## config.mk

```make
export PLATFORM = sky130hd
export DESIGN_NAME = dbs_cycle_seq
export DESIGN_NICKNAME = d
export VERILOG_FILES = /design/src/rtl/dbs_pkg.sv /design/src/rtl/dbs_access_check.sv /design/src/rtl/dbs_wait_ctr.sv /design/src/rtl/dbs_seq_fsm.sv /design/src/rtl/dbs_cycle_seq.sv
export SDC_FILE = /design/constraint.sdc
export NUM_CORES = 1
export LEC_CHECK = 0
export BUFFER_PORTS_ARGS = -buffer_cell sky130_fd_sc_hd__buf_2
export CORE_AREA = 5 5 80 82
export DETAILED_ROUTE_END_ITERATION = 8
export DIE_AREA = 0 0 85 87
export GPL_TIMING_DRIVEN = 0
export PLACE_DENSITY = 0.68
export SLEW_MARGIN = 30
export SYNTH_ARGS = -nofsm -noshare
export SYNTH_HDL_FRONTEND = slang
export SYNTH_HIERARCHICAL = 1
export SYNTH_SLANG_ARGS = --single-unit
```

## constraint.sdc

```tcl
create_clock -name clk -period 1.2 [get_ports clk]
set_clock_uncertainty 0.1 [all_clocks]
set_input_delay 0.18 -clock clk [delete_from_list [all_inputs] [get_ports clk]]
set_output_delay 0.18 -clock clk [all_outputs]
set_load 0.01 [all_outputs]
```

## src/rtl/dbs_pkg.sv

```systemverilog
package dbs_pkg;

  localparam int LANES = 4;

  typedef enum logic [2:0] {
    ST_IDLE = 3'd0,
    ST_ADDR = 3'd1,
    ST_WAIT = 3'd2,
    ST_DATA = 3'd3,
    ST_DONE = 3'd4
  } seq_state_e;

  // size codes and port codes share values: byte/8-bit, half/16-bit, word/32-bit
  localparam logic [1:0] CODE_B = 2'd0;
  localparam logic [1:0] CODE_H = 2'd1;
  localparam logic [1:0] CODE_W = 2'd2;

endpackage

```

## src/rtl/dbs_access_check.sv

```systemverilog
module dbs_access_check
  import dbs_pkg::*;
(
  input  logic [1:0]       addr_lo,
  input  logic [1:0]       size,
  input  logic [1:0]       port,
  input  logic             burst,
  output logic             legal,
  output logic [LANES-1:0] lanes
);

  logic fit;

  always_comb begin
    fit   = 1'b0;
    lanes = '0;
    unique case (port)
      CODE_B: begin
        if (size == CODE_B) begin
          fit   = 1'b1;
          lanes = 4'b0001;
        end
      end
      CODE_H: begin
        if (size == CODE_B) begin
          fit   = 1'b1;
          lanes = addr_lo[0] ? 4'b0010 : 4'b0001;
        end else if (size == CODE_H && !addr_lo[0]) begin
          fit   = 1'b1;
          lanes = 4'b0011;
        end
      end
      CODE_W: begin
        if (size == CODE_B) begin
          fit   = 1'b1;
          lanes = 4'b0001 << addr_lo;
        end else if (size == CODE_H && !addr_lo[0]) begin
          fit   = 1'b1;
          lanes = addr_lo[1] ? 4'b1100 : 4'b0011;
        end else if (size == CODE_W && addr_lo == 2'b00) begin
          fit   = 1'b1;
          lanes = 4'b1111;
        end
      end
      default: begin
        fit   = 1'b0;
        lanes = '0;
      end
    endcase
    // a burst moves full port-width beats only
    legal = fit && (!burst || size == port);
  end

endmodule

```

## src/rtl/dbs_wait_ctr.sv

```systemverilog
module dbs_wait_ctr #(
  parameter int WSW = 3
) (
  input  logic           clk,
  input  logic           rst_n,
  input  logic           load,
  input  logic [WSW-1:0] load_val,
  input  logic           dec,
  output logic           last
);

  logic [WSW-1:0] cnt_q;
  logic [WSW-1:0] cnt_d;

  always_comb begin
    cnt_d = cnt_q;
    if (load)                   cnt_d = load_val;
    else if (dec && cnt_q != 0) cnt_d = cnt_q - WSW'(1);
  end

  always_ff @(posedge clk or negedge rst_n) begin
    if (!rst_n) cnt_q <= '0;
    else        cnt_q <= cnt_d;
  end

  assign last = (cnt_q == WSW'(1));

  // counter never wraps below zero
  a_r7_cnt_floor: assert property (@(posedge clk) disable iff (!rst_n)
    (!load && cnt_q == 0) |=> (cnt_q == 0));

  // a decrement removes exactly one wait cycle
  a_r7_cnt_step: assert property (@(posedge clk) disable iff (!rst_n)
    (!load && dec && cnt_q != 0) |=> (cnt_q == $past(cnt_q) - WSW'(1)));

endmodule

```

## src/rtl/dbs_seq_fsm.sv

```systemverilog
module dbs_seq_fsm
  import dbs_pkg::*;
#(
  parameter int AW        = 16,
  parameter int WSW       = 3,
  parameter int BURST_LEN = 4
) (
  input  logic             clk,
  input  logic             rst_n,
  input  logic             req_valid,
  input  logic [AW-1:0]    req_addr,
  input  logic             req_write,
  input  logic             req_burst,
  input  logic [1:0]       bank_port,
  input  logic [WSW-1:0]   bank_wait,
  input  logic             bank_binh,
  input  logic             chk_legal,
  input  logic [LANES-1:0] chk_lanes,
  input  logic             wc_last,
  output logic             wc_load,
  output logic [WSW-1:0]   wc_val,
  output logic             wc_dec,
  output logic             req_ready,
  output logic             req_err,
  output logic             bus_cs,
  output logic             bus_we,
  output logic             bus_addr_stb,
  output logic [AW-1:0]    bus_addr,
  output logic [LANES-1:0] bus_lane_en,
  output logic             bus_burst,
  output logic             bus_beat,
  output logic             bus_done
);

  localparam int BCW = (BURST_LEN > 1) ? $clog2(BURST_LEN) : 1;
  localparam logic [BCW-1:0] BEAT_LAST = BCW'(BURST_LEN - 1);

  seq_state_e       state_q, state_d;
  logic [AW-1:0]    addr_q;
  logic [1:0]       port_q;
  logic [WSW-1:0]   wait_q;
  logic             we_q, burst_q, binh_q, err_q;
  logic [LANES-1:0] lanes_q;
  logic [BCW-1:0]   beat_q;

  logic accept, reject, last_beat, native, step_en;
  logic [AW-1:0] step;

  assign accept    = (state_q == ST_IDLE) && req_valid && chk_legal;
  assign reject    = (state_q == ST_IDLE) && req_valid && !chk_legal;
  assign last_beat = !burst_q || (beat_q == BEAT_LAST);
  assign native    = burst_q && !binh_q;
  assign step      = AW'(1) << port_q;
  assign step_en   = (state_q == ST_DATA) && !last_beat;
  assign wc_val    = wait_q;

  // next-state process
  always_comb begin
    state_d = state_q;
    wc_load = 1'b0;
    wc_dec  = 1'b0;
    unique case (state_q)
      ST_IDLE: if (accept) state_d = ST_ADDR;
      ST_ADDR: begin
        if (wait_q == 0) state_d = ST_DATA;
        else begin
          state_d = ST_WAIT;
          wc_load = 1'b1;
        end
      end
      ST_WAIT: begin
        wc_dec = 1'b1;
        if (wc_last) state_d = ST_DATA;
      end
      ST_DATA: begin
        if (last_beat)         state_d = ST_DONE;
        else if (!native)      state_d = ST_ADDR;
        else if (wait_q == 0)  state_d = ST_DATA;
        else begin
          state_d = ST_WAIT;
          wc_load = 1'b1;
        end
      end
      ST_DONE: state_d = ST_IDLE;
      default: state_d = ST_IDLE;
    endcase
  end

  // register process
  always_ff @(posedge clk or negedge rst_n) begin
    if (!rst_n) begin
      state_q <= ST_IDLE;
      err_q   <= 1'b0;
    end else begin
      state_q <= state_d;
      err_q   <= reject;
    end
  end

  always_ff @(posedge clk or negedge rst_n) begin
    if (!rst_n) begin
      addr_q  <= '0;
      port_q  <= '0;
      wait_q  <= '0;
      we_q    <= 1'b0;
      burst_q <= 1'b0;
      binh_q  <= 1'b0;
      lanes_q <= '0;
      beat_q  <= '0;
    end else if (accept) begin
      addr_q  <= req_addr;
      port_q  <= bank_port;
      wait_q  <= bank_wait;
      we_q    <= req_write;
      burst_q <= req_burst;
      binh_q  <= bank_binh;
      lanes_q <= chk_lanes;
      beat_q  <= '0;
    end else if (step_en) begin
      addr_q  <= addr_q + step;
      beat_q  <= beat_q + BCW'(1);
    end
  end

  // output decode
  assign bus_cs       = (state_q == ST_ADDR) || (state_q == ST_WAIT) || (state_q == ST_DATA);
  assign bus_addr_stb = (state_q == ST_ADDR);
  assign bus_beat     = (state_q == ST_DATA);
  assign bus_done     = (state_q == ST_DONE);
  assign req_ready    = (state_q == ST_IDLE);
  assign req_err      = err_q;
  assign bus_we       = bus_cs && we_q;
  assign bus_burst    = bus_cs && native;
  assign bus_addr     = bus_cs ? addr_q : '0;
  assign bus_lane_en  = bus_cs ? lanes_q : '0;

  // a rejection never opens a bus cycle
  a_r5_err_no_cycle: assert property (@(posedge clk) disable iff (!rst_n)
    req_err |-> !bus_cs);

  // done is a single-cycle pulse followed by ready
  a_r11_done_pulse: assert property (@(posedge clk) disable iff (!rst_n)
    bus_done |=> (!bus_done && req_ready));

  // a data beat is always preceded by a cycle with chip select high
  a_r7_beat_in_cycle: assert property (@(posedge clk) disable iff (!rst_n)
    bus_beat |-> $past(bus_cs));

  // a native burst never re-issues an address phase
  a_r9_single_addr: assert property (@(posedge clk) disable iff (!rst_n)
    (bus_beat && bus_burst) |=> !bus_addr_stb);

  // an emulated burst opens a fresh address phase after each non-final beat
  a_r10_readdr: assert property (@(posedge clk) disable iff (!rst_n)
    (bus_beat && burst_q && binh_q && !last_beat) |=> bus_addr_stb);

  // beat address advances by the port width
  a_r8_addr_step: assert property (@(posedge clk) disable iff (!rst_n)
    (bus_beat && !last_beat) |=> (bus_addr - $past(bus_addr)) == step);

  // an active cycle always drives at least one lane
  a_r6_lane_present: assert property (@(posedge clk) disable iff (!rst_n)
    bus_cs |-> ($countones(bus_lane_en) != 0));

endmodule

```

## src/rtl/dbs_cycle_seq.sv

```systemverilog
module dbs_cycle_seq
  import dbs_pkg::*;
#(
  parameter int AW        = 16,
  parameter int WSW       = 3,
  parameter int BURST_LEN = 4
) (
  input  logic             clk,
  input  logic             rst_n,
  input  logic             req_valid,
  output logic             req_ready,
  input  logic [AW-1:0]    req_addr,
  input  logic [1:0]       req_size,
  input  logic             req_write,
  input  logic             req_burst,
  input  logic [1:0]       bank_port,
  input  logic [WSW-1:0]   bank_wait,
  input  logic             bank_binh,
  output logic             req_err,
  output logic             bus_cs,
  output logic             bus_we,
  output logic             bus_addr_stb,
  output logic [AW-1:0]    bus_addr,
  output logic [LANES-1:0] bus_lane_en,
  output logic             bus_burst,
  output logic             bus_beat,
  output logic             bus_done
);

  // asynchronous assert, synchronous release
  logic rst_s1_n, rst_s2_n;
  always_ff @(posedge clk or negedge rst_n) begin
    if (!rst_n) begin
      rst_s1_n <= 1'b0;
      rst_s2_n <= 1'b0;
    end else begin
      rst_s1_n <= 1'b1;
      rst_s2_n <= rst_s1_n;
    end
  end

  logic             chk_legal;
  logic [LANES-1:0] chk_lanes;
  logic             wc_load, wc_dec, wc_last;
  logic [WSW-1:0]   wc_val;

  dbs_access_check u_check (
    .addr_lo (req_addr[1:0]),
    .size    (req_size),
    .port    (bank_port),
    .burst   (req_burst),
    .legal   (chk_legal),
    .lanes   (chk_lanes)
  );

  dbs_wait_ctr #(.WSW(WSW)) u_wait (
    .clk      (clk),
    .rst_n    (rst_s2_n),
    .load     (wc_load),
    .load_val (wc_val),
    .dec      (wc_dec),
    .last     (wc_last)
  );

  dbs_seq_fsm #(.AW(AW), .WSW(WSW), .BURST_LEN(BURST_LEN)) u_fsm (
    .clk          (clk),
    .rst_n        (rst_s2_n),
    .req_valid    (req_valid),
    .req_addr     (req_addr),
    .req_write    (req_write),
    .req_burst    (req_burst),
    .bank_port    (bank_port),
    .bank_wait    (bank_wait),
    .bank_binh    (bank_binh),
    .chk_legal    (chk_legal),
    .chk_lanes    (chk_lanes),
    .wc_last      (wc_last),
    .wc_load      (wc_load),
    .wc_val       (wc_val),
    .wc_dec       (wc_dec),
    .req_ready    (req_ready),
    .req_err      (req_err),
    .bus_cs       (bus_cs),
    .bus_we       (bus_we),
    .bus_addr_stb (bus_addr_stb),
    .bus_addr     (bus_addr),
    .bus_lane_en  (bus_lane_en),
    .bus_burst    (bus_burst),
    .bus_beat     (bus_beat),
    .bus_done     (bus_done)
  );

endmodule

```

==> results of run 1 <==
==> routing by layer <==
metal | share of wire | track usage
met1 | 0.44 | 0.238
met2 | 0.50 | 0.328
met3 | 0.050 | 0.0397
met4 | 0.013 | 0.0734
met5 | 0 | 0
==> Yosys cell counts, types with 3 or more instances <==
master	number	area, sq um
a21oi_1	8	40.0
a22oi_1	3	22.5
and2_1	23	144
and3_1	4	25.0
buf_2	3	15.0
buf_4	3	22.5
clkbuf_1	3	11.3
dfrtp_1	39	976
ha_1	12	150
inv_1	9	33.8
mux2i_1	3	30.0
nand2_1	66	248
nand3_1	10	50.1
nand4_1	4	25.0
nor2_1	13	48.8
nor2b_1	6	37.5
o21ai_0	3	15.0
o21ai_1	9	45.0
o21ai_2	6	52.6
xnor2_1	5	43.8
xor2_1	13	114
==> worst max-delay path: cells and delay by family, from the launching register on <==
| family | cells | cell delay, ns |
|---|---|---|
| xor gates and xnor gates | 1 | 0.21 |
| adders and majority gates | 1 | 0.18 |
| and+or+nand+nor | 3 | 0.38 |
| buffers and inverters | 1 | 0.16 |
| DFF | 1 | 0.45 |
| AOI/OAI and AO/OA | 2 | 0.30 |
==> what timing repair did <==
action / 4_1_cts / 5_1_grt
gates resized for setup: 70 / 66
buffers inserted: 27 / 13
setup endpoints to repair: 63 / 66
endpoints found under the hold margin: 13 / 0
hold buffers: 12 / 0
pin swaps: 20 / 31
gates cloned: 5 / 2
==> sequential cells by signal, summed over array words and instances (netlist names) <==
signal and cells:
rst_s1_n 1, rst_s2_n 1, u_fsm/addr_q 16, u_fsm/beat_q 2, u_fsm/binh_q 1, u_fsm/burst_q 1
u_fsm/lanes_q 4, u_fsm/port_q 2, u_fsm/req_err 1, u_fsm/state_q 3, u_fsm/wc_val 3, u_fsm/we_q 1
u_wait/cnt_q 3
==> cells by family (layout without fill, tap and decap cells) <==
group,after synthesis,count (layout)
adder cells (fa/ha/maj),13,13
AO/OA/AOI/OAI,41,41
AND/OR/NAND/NOR,142,142
XOR/XNOR,18,18
flip-flops,39,39
multiplexers,4,4
other,1,1
buffers and inverters,20,138
==> power by group <==
group	switching, mW	leakage (nW)	internal, mW
clock	0.446	0.0470	0.451
combinational	2.73	1.42	3.67
sequential	0.651	0.476	1.89
==> layout make-up <==
type	count	area (sq um)
clock buffer	6	82.6
clock inverter	1	5.00
multi-input combinational	219	1720
tap	75	93.8
sequential	39	986
timing repair buffer	111	1050
fill	387	1540
inverter	10	57.6
buffer	10	140
==> worst min-delay path by stage <==
stage / to / cells after the start
final: u_fsm/addr_q[4] / 3
after detailed placement: rst_s1_n / 1
after global placement: rst_s1_n / 1
after global routing: u_fsm/addr_q[2] / 3
after CTS: u_fsm/addr_q[2] / 3
after floorplan: rst_s1_n / 0
==> through the flow <==
stage               std cells  cell area [sq um]  worst slack [ns]
detailed placement        408               2960            -0.979
floorplan                 278               2590            -0.567
global placement          408               2960            -0.928
CTS                       458               3720            -0.631
global route              471               4130            -0.733
finish                    471               4130            -0.673
==> impl_metrics.toml, run 1 <==
[route]
final_antenna_net_count = 0
post-route-drc-count = 0
routed_wl_um = 7450
routed-via-count = 2469
firstDrtPassIters = 4
viasPerCell = 5.24
drt-initial-drc-count = 107
wl_per_cell_um = 15.8

[final_layout]
final_util = 0.728
synthToLayoutAreaGrowth_pct = 68.1
most-common-layout-cells = "54 x nand2_1, 37 x buf_6, 33 x dfrtp_1"
drive_gt1_frac = 0.528
final_common_cell = "nand2_1"
nNetsFinal = 438
diodes = 0

[timing]
setup_slack_ns = -0.673
tns_ns = -32.08
report.final.slew_viol_count = 0
rsz0062_at_grt = "true"
setup_violations = 63
maxSlewHeadroom = 0.587
max_freq_mhz = 534
finalHoldViolCount = 0
fin_crit_sh = 1.56
worstMarginPinSlew_ns = 0.614
holdWs_ns = 0.00809
period_needed_ns = 1.87

[logic_synthesis]
synth_cell_types = 49
postSynth.asyncResetShare = 1.00
ys.flop_type = "dfrtp_1"
synth_xor_area_frac = 0.0641
synth_compound_area_frac = 0.112
synth_mux_area_frac = 0.0168
synth-edff-count = 0
synth-seq-area-share = 0.397
synth_simple_gate_area_frac = 0.300
synth-adder-area-share = 0.0692
synth_cells = 278
synth-seq-cells = 39
synth_top_family_by_area = "simple AND/OR/NAND/NOR gates"
synth_warnings = 6
synth_area_sq_um = 2460
syn-num-nets = 320
avgSynthCellArea_sq_um = 8.85

[worst_setup_path]
cp-endpoint = "u_fsm/addr_q[15]"
crit_chain = "buf_4 -> nor2b_2 -> ha_4 -> nand2_2 -> o21ai_4 -> nand4_1 -> xor2_1 -> o21ai_2"
reg2reg_from = "u_fsm/port_q[0]"
path_class = "flop to flop"
cp-end-kind = "flop"
reg2regPathDepth = 8
crit_start = "u_fsm/port_q[0]"
critPathMaxStageDelay_ns = 0.45
cp.arrival_ns = 1.96
regToRegSetupSlack_ns = -0.67
crit_fanout = 6
r2r-end = "u_fsm/addr_q[15]"
start_kind = "flop"
cp_data_required_time_ns = 1.28
cp_slowest_cell = "dfrtp_2"

[pwr]
p_leak_nw = 1.94
powerDensity_nw_per_um2 = 2380
total_power_mw = 9.83
irDropWorstVdd_mv = 1.01

[min_path]
hold_start = "req_addr[4]"
min_path_type = "input pin to flop"

[floorplanning]
start_util = 0.433
die_h_um = 87
die_x_um = 85
pin_count = 57
num_rows = 28
core_sq_um = 5680
dieArea_sq_um = 7400

[grt]
grt_pass1_vias = 2445
track_usage = 0.192
grt_pass1_wl_um = 11400
grt_antenna_before_repair = 0
grt_max_degree = 38
grt_overflow = 0

[cts]
cts_tree = "done"
clk_latency_ns = 0.29
clockBufferDepth = 2
cts_sinks = 39
htree_levels = 2
cts.reportedPaths.clkPinSlew_ns = 0.07
cts_root_buf = "clkbuf_8"
tritoncts.num_buffers = 5

[outcome]
failed_checks = "negative setup slack"
status = "complete, but fails checks"

[flow_run]
maxCapViolCount = 0

[placement]
hpwl_um = 4430
io_buffers = 55
place.gp.congestion = 0.904
(Power assumes the default switching activity.)
==> run 2: changes to the inputs <==
ABC_AREA = 1   (was default)
CORE_AREA = 5 5 84 86   (was 5 5 80 82)
CTS_CLUSTER_SIZE = 16   (was default)
DIE_AREA = 0 0 89 91   (was 0 0 85 87)
PLACE_DENSITY = 0.67   (was 0.68)
SETUP_SLACK_MARGIN = 0.3   (was default)
==> run 2 against run 1 <==
  * The flow finishes with violations (negative hold slack, negative setup slack)
  * Register-to-register slack improved by 0.04 ns
  * Cell count up 27%
  * Largest power group unchanged
  * Clock power increased by 3.3%
  * Synthesized cell count increased by 46%
  * Fmax up 2.2%
==> impl_metrics.toml, run 2 <==
[floorplanning]
pin_count = 57
die_h_um = 91
die_x_um = 89
num_rows = 29
dieArea_sq_um = 8100
start_util = 0.437
core_sq_um = 6200

[min_path]
worstHoldPathCells = 3
min_path_type = "input pin to flop"

[logic_synthesis]
ys.flop_type = "dfrtp_1"
synth_common_cells = "112 x nand2_1, 65 x nor2_1, 52 x inv_1"
synth_area_sq_um = 2710
synth_warnings = 6
avgSynthCellArea_sq_um = 6.67
synth-edff-count = 0
postSynth.asyncResetShare = 1.00
synth_cell_types = 34
synthTopCellsByArea = "dfrtp_1 36%, nand2_1 15%, nor2_1 9.0%"
yosysMostFrequentCell = "nand2_1"
synth_top_area_cell = "dfrtp_1"
synth-seq-cells = 39
syn-num-nets = 449
synth-seq-area-share = 0.360
synth_cells = 407
synth_top_area_share = 0.360

[worst_setup_path]
cp_data_required_time_ns = 1.29
cp.arrival_ns = 1.92
path_class = "flop to flop"
crit_fanout = 4
reg2regPathDepth = 8
cp-end-kind = "flop"
start_kind = "flop"

[cts]
tritoncts.num_buffers = 5
clockBufferDepth = 2
cts.reportedPaths.clkPinSlew_ns = 0.09
cts_tree = "done"
cts_sinks = 39
clk_latency_ns = 0.30
htree_levels = 2
cts_root_buf = "clkbuf_8"

[final_layout]
largest_reg_flops = 16
max_flop_register = "u_fsm/addr_q"
final_common_cell = "nand2_1"
final_cell_count_no_fill = 599
drive_gt1_frac = 0.466
synthToLayoutAreaGrowth_pct = 63.4
nNetsFinal = 563
final_util = 0.715
most-common-layout-cells = "88 x nand2_1, 43 x inv_1, 42 x buf_2"
reg_top3 = "u_fsm/addr_q (16), u_fsm/lanes_q (4)"
diodes = 0

[pwr]
p_sw_mw = 5.31
seq_power_share = 0.226
switching_share = 0.474
clkPwrFrac = 0.083
pwr-share-comb = 0.692
powerDensity_nw_per_um2 = 2530
internal_power_mw = 5.91
irDropWorstVdd_mv = 1.22
p_leak_nw = 2.23

[timing]
rsz0062_at_grt = "true"
setup_slack_ns = -0.633
report.final.slew_viol_count = 0
setup_violations = 63
period_needed_ns = 1.83
maxSlewHeadroom = 0.625
finalHoldViolCount = 1
fin_crit_sh = 1.53
holdWs_ns = -0.00351
max_freq_mhz = 546
worstMarginPinSlew_ns = 0.558

[grt]
grt_pass1_vias = 2866
grt_antenna_before_repair = 0
grt_max_degree = 38
grt_overflow = 0
grt_pass1_wl_um = 13900
track_usage = 0.217

[route]
firstDrtPassIters = 5
drt-initial-drc-count = 273
routed_wl_um = 9900
routed-via-count = 3248
final_antenna_net_count = 0
viasPerCell = 5.42
wl_per_cell_um = 16.5
post-route-drc-count = 0

[outcome]
failed_checks = "negative hold slack, negative setup slack"
status = "complete, but fails checks"

[placement]
io_buffers = 56
hpwl_um = 5520
numPlacedInstances = 540
place.gp.congestion = 0.842

[flow_run]
maxCapViolCount = 0
run 2: cell types whose count changed after synthesis, sizes merged, moves of 12 or more:
cell / change
inv: +52
nand3: +26
and2: -23
xor2: -12
nand2: +52
nor2: +54
run 2: through the flow:
step | worst slack, ns | setup TNS [ns] | power, mW | hold slack [ns] | cell area [sq um]
after floorplan | -0.507 | -16.91 | 5.63 | -0.216 | 2910
after global placement | -0.875 | -36.31 | 6.84 | -0.134 | 3290
after detailed placement | -0.901 | -37.48 | 6.94 | -0.133 | 3290
after CTS | -0.561 | -28.18 | 9.53 | 0.000280 | 3920
after global routing | -0.732 | -35.72 | 11.9 | 0.00816 | 4440
final | -0.633 | -31.37 | 11.2 | -0.00351 | 4440
run 2: power groups by stage:
stage	combinational, mW	sequential, mW	clock (mW)
final	7.76	2.53	0.927
after global routing	8.32	2.59	0.983
after CTS	6.16	2.45	0.925
after detailed placement	4.48	2.46	0
after global placement	4.41	2.43	0
after floorplan	3.31	2.32	0
run 2: cell families (layout without fill, tap and decap cells):
group                    count (synthesis)  in the layout  synth area share
AO/OA/AOI/OAI                           49             49             0.102
XOR/XNOR                                 2              2           0.00646
adder cells (fa/ha/maj)                 13             13            0.0627
buffers and inverters                   71            186             0.105
flip-flops                              39             39             0.360
other                                    1              1           0.00138
AND/OR/NAND/NOR                        232            232             0.362
run 2: worst paths after layout:
check                                 from  slack [ns]         endpoint
min reg2reg                       rst_s2_n        0.12  u_fsm/addr_q[8]
min                           bank_wait[0]      -0.004  u_fsm/wc_val[0]
max reg2reg                u_fsm/port_q[1]       -0.63  u_fsm/addr_q[8]
min in group asynchronous            rst_n        0.09         rst_s2_n
max in group asynchronous         rst_s2_n        0.47  u_fsm/addr_q[2]
max                        u_fsm/port_q[1]       -0.63  u_fsm/addr_q[8]
run 2: area by class of cell:
type	count	area, sq um
clock buffer	5	68.8
inverter	62	287
buffer	9	135
clock inverter	3	15.0
multi-input combinational	297	1930
fill	463	1770
timing repair buffer	107	918
tap	77	96.3
sequential	39	986
run 2: critical path, stage by stage (launching register included):
cell and delay, ns:
dfrtp_2 0.45, nor2_2 0.12, ha_2 0.19, fa_2 0.23, nand3_2 0.09, nand3_4 0.10, nand2_2 0.09, o21ai_0 0.22
a21oi_1 0.12
run 2: repair_timing:
action | 4_1_cts | 5_1_grt
endpoints found under the setup margin | 102 | 67
resized for setup | 69 | 95
setup buffers | 21 | 19
gates cloned | 5 | 1
hold endpoints to repair | 6 | 0
pin swaps | 30 | 20
hold buffers | 5 | 0
run 2: routing by layer:
layer / wire (um) / track usage
met5: 0 / 0
met4: 348 / 0.0658
met3: 726 / 0.0317
met2: 4870 / 0.364
met1: 3950 / 0.287
